<file path="config.mk">
export PLATFORM = sky130hd
export DESIGN_NAME = pgwalk_top
export DESIGN_NICKNAME = d
export VERILOG_FILES = /design/src/rtl/pgwalk_pkg.sv /design/src/rtl/pgwalk_desc.sv /design/src/rtl/pgwalk_ctrl.sv /design/src/rtl/pgwalk_dp.sv /design/src/rtl/pgwalk_top.sv
export SDC_FILE = /design/constraint.sdc
export NUM_CORES = 1
export LEC_CHECK = 0
export BUFFER_PORTS_ARGS = -buffer_cell sky130_fd_sc_hd__buf_2
export CAP_MARGIN = 10
export CORE_ASPECT_RATIO = 2
export CORE_MARGIN = 2
export CORE_UTILIZATION = 55
export DETAILED_ROUTE_END_ITERATION = 8
export GPL_ROUTABILITY_DRIVEN = 1
export PLACE_DENSITY = 0.81
export SLEW_MARGIN = 10
export SYNTH_ARGS = -nofsm -noshare
export SYNTH_HDL_FRONTEND = slang
export SYNTH_HIERARCHICAL = 1
export SYNTH_SLANG_ARGS = --single-unit
</file>
<file path="constraint.sdc">
create_clock -name clk -period 2.69 [get_ports clk]
set_clock_uncertainty 0.05 [all_clocks]
set_input_delay 0.4035 -clock clk [delete_from_list [all_inputs] [get_ports clk]]
set_output_delay 0.4035 -clock clk [all_outputs]
set_load 0.01 [all_outputs]
</file>
<file path="src/rtl/pgwalk_pkg.sv">
package pgwalk_pkg;

  localparam int VA_W       = 32;
  localparam int L1_IDX_W   = 12;
  localparam int L2_IDX_W   = 8;
  localparam int PAGE_SHIFT = 12;
  localparam int TBL_ALIGN  = 7;
  localparam int WORD_SHIFT = 2;
  localparam int COARSE_LSB = L2_IDX_W + WORD_SHIFT;

  typedef enum logic [1:0] {
    SZ_SECTION = 2'd0,
    SZ_LARGE   = 2'd1,
    SZ_SMALL   = 2'd2,
    SZ_SUPER   = 2'd3
  } pageSize_e;

  typedef enum logic [1:0] {
    DK_FAULT = 2'd0,
    DK_TABLE = 2'd1,
    DK_PAGE  = 2'd2
  } descKind_e;

  typedef struct packed {
    logic       endian;
    logic [1:0] elemSize;
    logic       mixed;
  } pageAttr_t;

  typedef struct packed {
    logic acceptMiss;
    logic walkOff;
    logic startL1;
    logic startL2;
    logic resolveL1;
    logic resolveL2;
  } walkStrobe_t;

endpackage

</file>
<file path="src/rtl/pgwalk_desc.sv">
module pgwalk_desc
  import pgwalk_pkg::*;
#(
  parameter int LEVEL = 1
) (
  input  logic [VA_W-1:0] desc,
  output descKind_e       kind,
  output pageSize_e       size,
  output logic [VA_W-1:0] base,
  output pageAttr_t       attr
);

  generate
    if (LEVEL == 1) begin : g_level1
      // first level: block mappings or a pointer to a coarse table
      always_comb begin
        kind = DK_FAULT;
        size = SZ_SECTION;
        base = '0;
        attr = '{endian: desc[15], elemSize: desc[11:10], mixed: desc[17]};
        unique case (desc[1:0])
          2'b01: begin
            kind = DK_TABLE;
            base = {desc[VA_W-1:COARSE_LSB], {COARSE_LSB{1'b0}}};
          end
          2'b10: begin
            kind = DK_PAGE;
            if (desc[18]) begin
              size = SZ_SUPER;
              base = {desc[31:24], 24'b0};
            end else begin
              size = SZ_SECTION;
              base = {desc[31:20], 20'b0};
            end
          end
          default: ;
        endcase
      end
    end else begin : g_level2
      // second level: small and large pages only
      always_comb begin
        kind = DK_FAULT;
        size = SZ_SMALL;
        base = '0;
        attr = '{endian: desc[9], elemSize: desc[5:4], mixed: desc[11]};
        unique case (desc[1:0])
          2'b10: begin
            kind = DK_PAGE;
            size = SZ_SMALL;
            base = {desc[31:12], 12'b0};
          end
          2'b01: begin
            kind = DK_PAGE;
            size = SZ_LARGE;
            base = {desc[31:16], 16'b0};
          end
          default: ;
        endcase
      end
    end
  endgenerate

endmodule

</file>
<file path="src/rtl/pgwalk_ctrl.sv">
module pgwalk_ctrl
  import pgwalk_pkg::*;
(
  input  logic        clk,
  input  logic        rst_n,
  input  logic        missValid,
  input  logic        walkEn,
  input  logic        memRspValid,
  input  descKind_e   kindL1,
  output logic        missReady,
  output walkStrobe_t strb
);

  typedef enum logic [1:0] {ST_IDLE, ST_WAIT1, ST_WAIT2} walkState_e;

  walkState_e state, nextState;

  always_comb begin
    strb      = '0;
    nextState = state;
    unique case (state)
      ST_IDLE: begin
        if (missValid) begin
          strb.acceptMiss = 1'b1;
          if (walkEn) begin
            strb.startL1 = 1'b1;
            nextState    = ST_WAIT1;
          end else begin
            strb.walkOff = 1'b1;
          end
        end
      end
      ST_WAIT1: begin
        if (memRspValid) begin
          if (kindL1 == DK_TABLE) begin
            strb.startL2 = 1'b1;
            nextState    = ST_WAIT2;
          end else begin
            strb.resolveL1 = 1'b1;
            nextState      = ST_IDLE;
          end
        end
      end
      ST_WAIT2: begin
        if (memRspValid) begin
          strb.resolveL2 = 1'b1;
          nextState      = ST_IDLE;
        end
      end
      default: nextState = ST_IDLE;
    endcase
  end

  always_ff @(posedge clk or negedge rst_n) begin
    if (!rst_n) state <= ST_IDLE;
    else        state <= nextState;
  end

  assign missReady = (state == ST_IDLE);

endmodule

</file>
<file path="src/rtl/pgwalk_dp.sv">
module pgwalk_dp
  import pgwalk_pkg::*;
(
  input  logic            clk,
  input  logic            rst_n,
  input  logic            tblBaseWe,
  input  logic [VA_W-1:0] tblBaseIn,
  input  logic [VA_W-1:0] missVa,
  input  logic [VA_W-1:0] memRspData,
  input  walkStrobe_t     strb,
  output descKind_e       kindL1,
  output logic            memReq,
  output logic [VA_W-1:0] memAddr,
  output logic            resValid,
  output logic            resFault,
  output pageSize_e       resSize,
  output logic [VA_W-1:0] resAddr,
  output pageAttr_t       resAttr
);

  localparam int L1_PAD = VA_W - L1_IDX_W - WORD_SHIFT;

  logic [VA_W-1:0] tblBase;
  logic [VA_W-1:0] vaReg;

  pageSize_e       l1Size, l2Size, selSize;
  logic [VA_W-1:0] l1Base, l2Base, selBase;
  pageAttr_t       l1Attr, l2Attr, selAttr;
  descKind_e       l2Kind, selKind;

  pgwalk_desc #(.LEVEL(1)) u_l1dec (
    .desc(memRspData), .kind(kindL1), .size(l1Size), .base(l1Base), .attr(l1Attr)
  );

  pgwalk_desc #(.LEVEL(2)) u_l2dec (
    .desc(memRspData), .kind(l2Kind), .size(l2Size), .base(l2Base), .attr(l2Attr)
  );

  always_comb begin
    selKind = strb.resolveL2 ? l2Kind : kindL1;
    selSize = strb.resolveL2 ? l2Size : l1Size;
    selBase = strb.resolveL2 ? l2Base : l1Base;
    selAttr = strb.resolveL2 ? l2Attr : l1Attr;
  end

  always_ff @(posedge clk or negedge rst_n) begin
    if (!rst_n) begin
      tblBase  <= '0;
      vaReg    <= '0;
      memReq   <= 1'b0;
      memAddr  <= '0;
      resValid <= 1'b0;
      resFault <= 1'b0;
      resSize  <= SZ_SECTION;
      resAddr  <= '0;
      resAttr  <= '0;
    end else begin
      if (tblBaseWe) tblBase <= {tblBaseIn[VA_W-1:TBL_ALIGN], {TBL_ALIGN{1'b0}}};
      if (strb.acceptMiss) vaReg <= missVa;

      memReq <= strb.startL1 | strb.startL2;
      if (strb.startL1)
        memAddr <= tblBase + {{L1_PAD{1'b0}}, missVa[VA_W-1 -: L1_IDX_W], {WORD_SHIFT{1'b0}}};
      else if (strb.startL2)
        memAddr <= {l1Base[VA_W-1:COARSE_LSB],
                    vaReg[PAGE_SHIFT+L2_IDX_W-1 -: L2_IDX_W], {WORD_SHIFT{1'b0}}};

      resValid <= strb.walkOff | strb.resolveL1 | strb.resolveL2;
      if (strb.walkOff) begin
        resFault <= 1'b1;
        resAddr  <= missVa;
        resSize  <= SZ_SECTION;
        resAttr  <= '0;
      end else if (strb.resolveL1 | strb.resolveL2) begin
        if (selKind == DK_PAGE) begin
          resFault <= 1'b0;
          resAddr  <= selBase;
          resSize  <= selSize;
          resAttr  <= selAttr;
        end else begin
          resFault <= 1'b1;
          resAddr  <= vaReg;
          resSize  <= SZ_SECTION;
          resAttr  <= '0;
        end
      end
    end
  end

endmodule

</file>
<file path="src/rtl/pgwalk_top.sv">
module pgwalk_top
  import pgwalk_pkg::*;
(
  input  logic        clk,
  input  logic        rst_n,
  input  logic        tblBaseWe,
  input  logic [31:0] tblBaseIn,
  input  logic        walkEn,
  input  logic        missValid,
  output logic        missReady,
  input  logic [31:0] missVa,
  output logic        memReq,
  output logic [31:0] memAddr,
  input  logic        memRspValid,
  input  logic [31:0] memRspData,
  output logic        resValid,
  output logic        resFault,
  output logic [1:0]  resSize,
  output logic [31:0] resAddr,
  output logic        resEndian,
  output logic [1:0]  resElemSize,
  output logic        resMixed
);

  walkStrobe_t strb;
  descKind_e   kindL1;
  pageSize_e   sizeOut;
  pageAttr_t   attrOut;

  pgwalk_ctrl u_ctrl (
    .clk(clk), .rst_n(rst_n), .missValid(missValid), .walkEn(walkEn),
    .memRspValid(memRspValid), .kindL1(kindL1), .missReady(missReady), .strb(strb)
  );

  pgwalk_dp u_dp (
    .clk(clk), .rst_n(rst_n), .tblBaseWe(tblBaseWe), .tblBaseIn(tblBaseIn),
    .missVa(missVa), .memRspData(memRspData), .strb(strb), .kindL1(kindL1),
    .memReq(memReq), .memAddr(memAddr), .resValid(resValid), .resFault(resFault),
    .resSize(sizeOut), .resAddr(resAddr), .resAttr(attrOut)
  );

  assign resSize     = sizeOut;
  assign resEndian   = attrOut.endian;
  assign resElemSize = attrOut.elemSize;
  assign resMixed    = attrOut.mixed;

endmodule

</file>
==> out/metrics.cfg <==
[job]
maxCapViolations = 0

[global_route]
grt-ovfl-total = 0
grt_first_pass_wirelength_um = 33500
grt_pass1_vias = 6568
antenna_found_initial = 0
grt_max_degree = 68
grt_usage_pct = 28.1

[clocking]
cts.sinks = 130
clk_pin_slew_ns = 0.06
cts_root_buffer = clkbuf_16
insertion_delay_ns = 0.42
ctsHtreeMaxLevel = 4
cts_tree = done
cts-resized-gates = 0
cts_buffer_depth = 2
numCtsBuffers = 17

[sta]
tightest_slew_ns = 0.777
slew_headroom_pct = 48.2
period_share_pct = 91.2
rsz0062_at_grt = no
setup_viol = 0
maxSlewViolCount = 0
min_period_ns = 2.45
setup_tns_ns = 0
fmax_mhz = 408
hold_violations = 0

[placed_design]
gp_congestion = 0.894
dp_hpwl_um = 15200
portBuffers = 161

[outcome]
run_status = finished, final reports clean

[setup_path]
crit_path_max_fanout = 33
crit_type = register to register
crit_slowest_cell = or2_2
reg2regPathDepth = 6
crit_buf_inv = 0
crit_path_cell_trace = nand2b_1 -> nor2_4 -> and3b_1 -> or2_2 -> nand2_1 -> o21ai_0
rr_endpoint = u_dp/resAttr[3]$_DFFE_PN0P_
cp_slowest_stage_delay_ns = 0.63
rrSetupSlack_ns = 0.24
worstSetupStartpointType = register
r2r_start = u_ctrl/state[0]$_DFFE_PN0P_
cp-end-kind = register
cp.arrival_ns = 2.74
worstPathRequired_ns = 2.97
cpLargestDelayFamily = simple AND/OR/NAND/NOR gates

[yosys]
yosys-top-cells-area = dfrtp_1, mux2_2, mux2i_1, a21oi_1, nor2b_1
yosysSeqAreaShare_pct = 41.1
synth_compound_area_share_pct = 18.8
synthMuxAreaShare_pct = 15.4
synthCells = 800
yosysWarnings = 6
synth-seq-cells = 130
synthAdderAreaFrac_pct = 2.46
synth-xor-area-share_pct = 0.332
synth_top_family_by_area = compound AO/OA/AOI/OAI gates
synth_top_cell_by_area = dfrtp_1
synth_top_area_share_pct = 41.1
netlist_area_um2 = 7920
yosys.area_share.simple_pct = 14.7
synthArstFlopShare_pct = 100
synthDistinctLibCells = 60
synth_ff_type = dfrtp_1
synth-edff-count = 0
syn_area_per_cell_um2 = 9.90

[die]
rows = 62
dieHeight_um = 174
start_util_pct = 55.8
io_pins = 176
dieArea_um2 = 15400
core_area_um2 = 14200
dieWidth_um = 88.9

[min_path]
hp-class = primary input to register
holdCritStartpoint = tblBaseIn[14]
whs_path_depth = 3
hold_end = u_dp/tblBase[14]$_DFFE_PN0P_

[finish]
drive_gt1_share_pct = 33.2
area.growth.synth_to_final_pct = 19.3
final_util_pct = 66.6
layout.area.seq_um2 = 3250
fillers = 1133
final_nets = 1053
multiInputGateArea_um2 = 4230

[route]
viasPerCell = 5.99
dr_total_vias = 6843
route.detailed.drc = 0
final_antenna_net_count = 0
wl_per_cell_um = 18.8
firstDrtPassIters = 5
routed_wl_um = 21400
drt_iter0_drc = 562

[pwr]
power_density_nw_per_um2 = 730
clkPwrFrac_pct = 36.2
p_total_mw = 6.90
swShare_pct = 30.5
internal-power_mw = 4.79
p_comb_share_pct = 24.9
irDropWorstVdd_mv = 0.567
pwr-share-seq_pct = 38.9
p_leak_nw = 3.97
netSwitchingPower_mw = 2.10

-- Yosys cell counts (4+ instances only) --
cell type,count
a2111oi_0,5
a21oi_1,79
and2_4,10
nor2_1,10
nor2b_1,52
a21o_1,5
buf_4,36
mux2_2,65
nand2_1,29
inv_1,12
a211oi_1,24
and2_2,6
o21ai_0,57
nand3_1,9
a31oi_1,4
buf_2,17
nor4_1,5
and2_1,28
nand4_1,9
nand2b_1,12
mux2i_1,49
buf_1,4
clkbuf_1,34
ha_1,14
o211ai_1,36
dfrtp_1,130
-- cell families (layout without fill, tap and decap cells) --
logic type | Yosys count | after routing
AO/OA/AOI/OAI | 238 | 238
AND/OR/NAND/NOR | 193 | 193
flip-flops | 130 | 130
multiplexers | 114 | 114
buffers and inverters | 104 | 231
adder cells (fa/ha/maj) | 15 | 15
other | 3 | 26
XOR/XNOR | 3 | 3
-- sequential cells by signal, summed over array words and instances, names as in the netlist --
register	count
u_dp/memAddr	30
u_dp/resAttr	4
u_dp/vaReg	32
u_dp/memReq	1
u_dp/resSize	2
u_ctrl/state	2
u_dp/resValid	1
u_dp/resFault	1
u_dp/resAddr	32
u_dp/tblBase	25
-- layer usage --
metal	vias up	track usage (%)	part of all wire, %
met3	59	5.81	8.0
li1	3117	-	-
met4	0	14.6	4.1
met2	353	43.5	49
met5	-	0	0
met1	3314	36.5	39
-- layout make-up --
type                       instances  share of cell area [%]
timing repair buffer             187                    11.0
clock buffer                      20                    4.83
antenna                            1                  0.0265
tap                              192                    2.54
inverter                          12                   0.477
clock inverter                    12                    1.91
multi-input combinational        588                    44.8
sequential                       130                    34.4
-- timing repair --
action	4_1_cts	5_1_grt
endpoints found under the hold margin	32	0
setup buffers	0	0
hold buffers	1	0
-- cell usage in the layout, fill, tap and decap left out, types with 3 or more instances in the layout --
| cell type | synthesis | layout |
|---|---|---|
| o2bb2ai_1 | 3 | 3 |
| dfrtp_1 | 130 | 130 |
| nand2b_1 | 12 | 12 |
| ha_1 | 14 | 14 |
| nor2_1 | 10 | 7 |
| clkinv_4 | 0 | 3 |
| and2_1 | 28 | 27 |
| or2_2 | 3 | 3 |
| inv_1 | 12 | 12 |
| o31ai_1 | 3 | 3 |
| a2111oi_0 | 5 | 5 |
| o211ai_1 | 36 | 36 |
| a211o_1 | 3 | 3 |
| nor2b_1 | 52 | 52 |
| buf_2 | 17 | 160 |
| nand3_1 | 9 | 9 |
| bufinv_16 | 0 | 4 |
| a21oi_1 | 79 | 79 |
| a31oi_1 | 4 | 4 |
| mux2i_1 | 49 | 49 |
| conb_1 | 3 | 25 |
| or4_1 | 3 | 3 |
| nand2_1 | 29 | 29 |
| clkbuf_16 | 0 | 17 |
| nor3_1 | 3 | 3 |
| and2_2 | 6 | 7 |
| nand4_1 | 9 | 9 |
| a21o_1 | 5 | 5 |
| mux2_2 | 65 | 65 |
| nor4_1 | 5 | 5 |
| a211oi_1 | 24 | 24 |
| buf_4 | 36 | 23 |
| o21ai_0 | 57 | 57 |
| and2_4 | 10 | 10 |
| buf_12 | 0 | 3 |
-- power groups by stage --
stage	Combinational [mW]	Clock, mW	Sequential [mW]
detailed placement	1.70	0	2.71
floorplan	0.956	0	2.77
finish	1.72	2.50	2.68
global placement	1.65	0	2.69
CTS	1.71	2.52	2.68
global route	1.89	2.62	2.73
-- tightest hold or removal path, stage by stage --
cell and delay [ns]:
buf_2 0.08, nand2_1 0.04, o21ai_0 0.06
-- metrics by stage --
stage	cell area [um^2]	hold slack (ns)	worst slack, ns	cells
2_1_floorplan	8000	0.0579	0.512	822
3_3_place_gp	8800	0.334	0.143	1108
3_5_place_dp	8800	0.338	0.135	1108
4_1_cts	9450	0.149	0.250	1141
5_1_grt	9450	0.160	0.0798	1141
6_report	9450	0.152	0.237	1142
-- how the worst max path moves through the flow --
stage | from | end | slack [ns] | cells past startpoint
4_1_cts | u_ctrl/state[0]$_DFFE_PN0P_ | u_dp/resAttr[3]$_DFFE_PN0P_ | 0.25 | 6
2_1_floorplan | missVa[25] | u_dp/memAddr[29]$_DFFE_PN0P_ | 0.51 | 7
5_1_grt | u_dp/tblBase[7]$_DFFE_PN0P_ | u_dp/memAddr[29]$_DFFE_PN0P_ | 0.08 | 6
3_5_place_dp | missVa[25] | u_dp/memAddr[27]$_DFFE_PN0P_ | 0.13 | 7
3_3_place_gp | missVa[25] | u_dp/memAddr[27]$_DFFE_PN0P_ | 0.14 | 7
6_report | u_ctrl/state[0]$_DFFE_PN0P_ | u_dp/resAttr[3]$_DFFE_PN0P_ | 0.24 | 6
No activity file was read; power rests on OpenSTA's default activity.
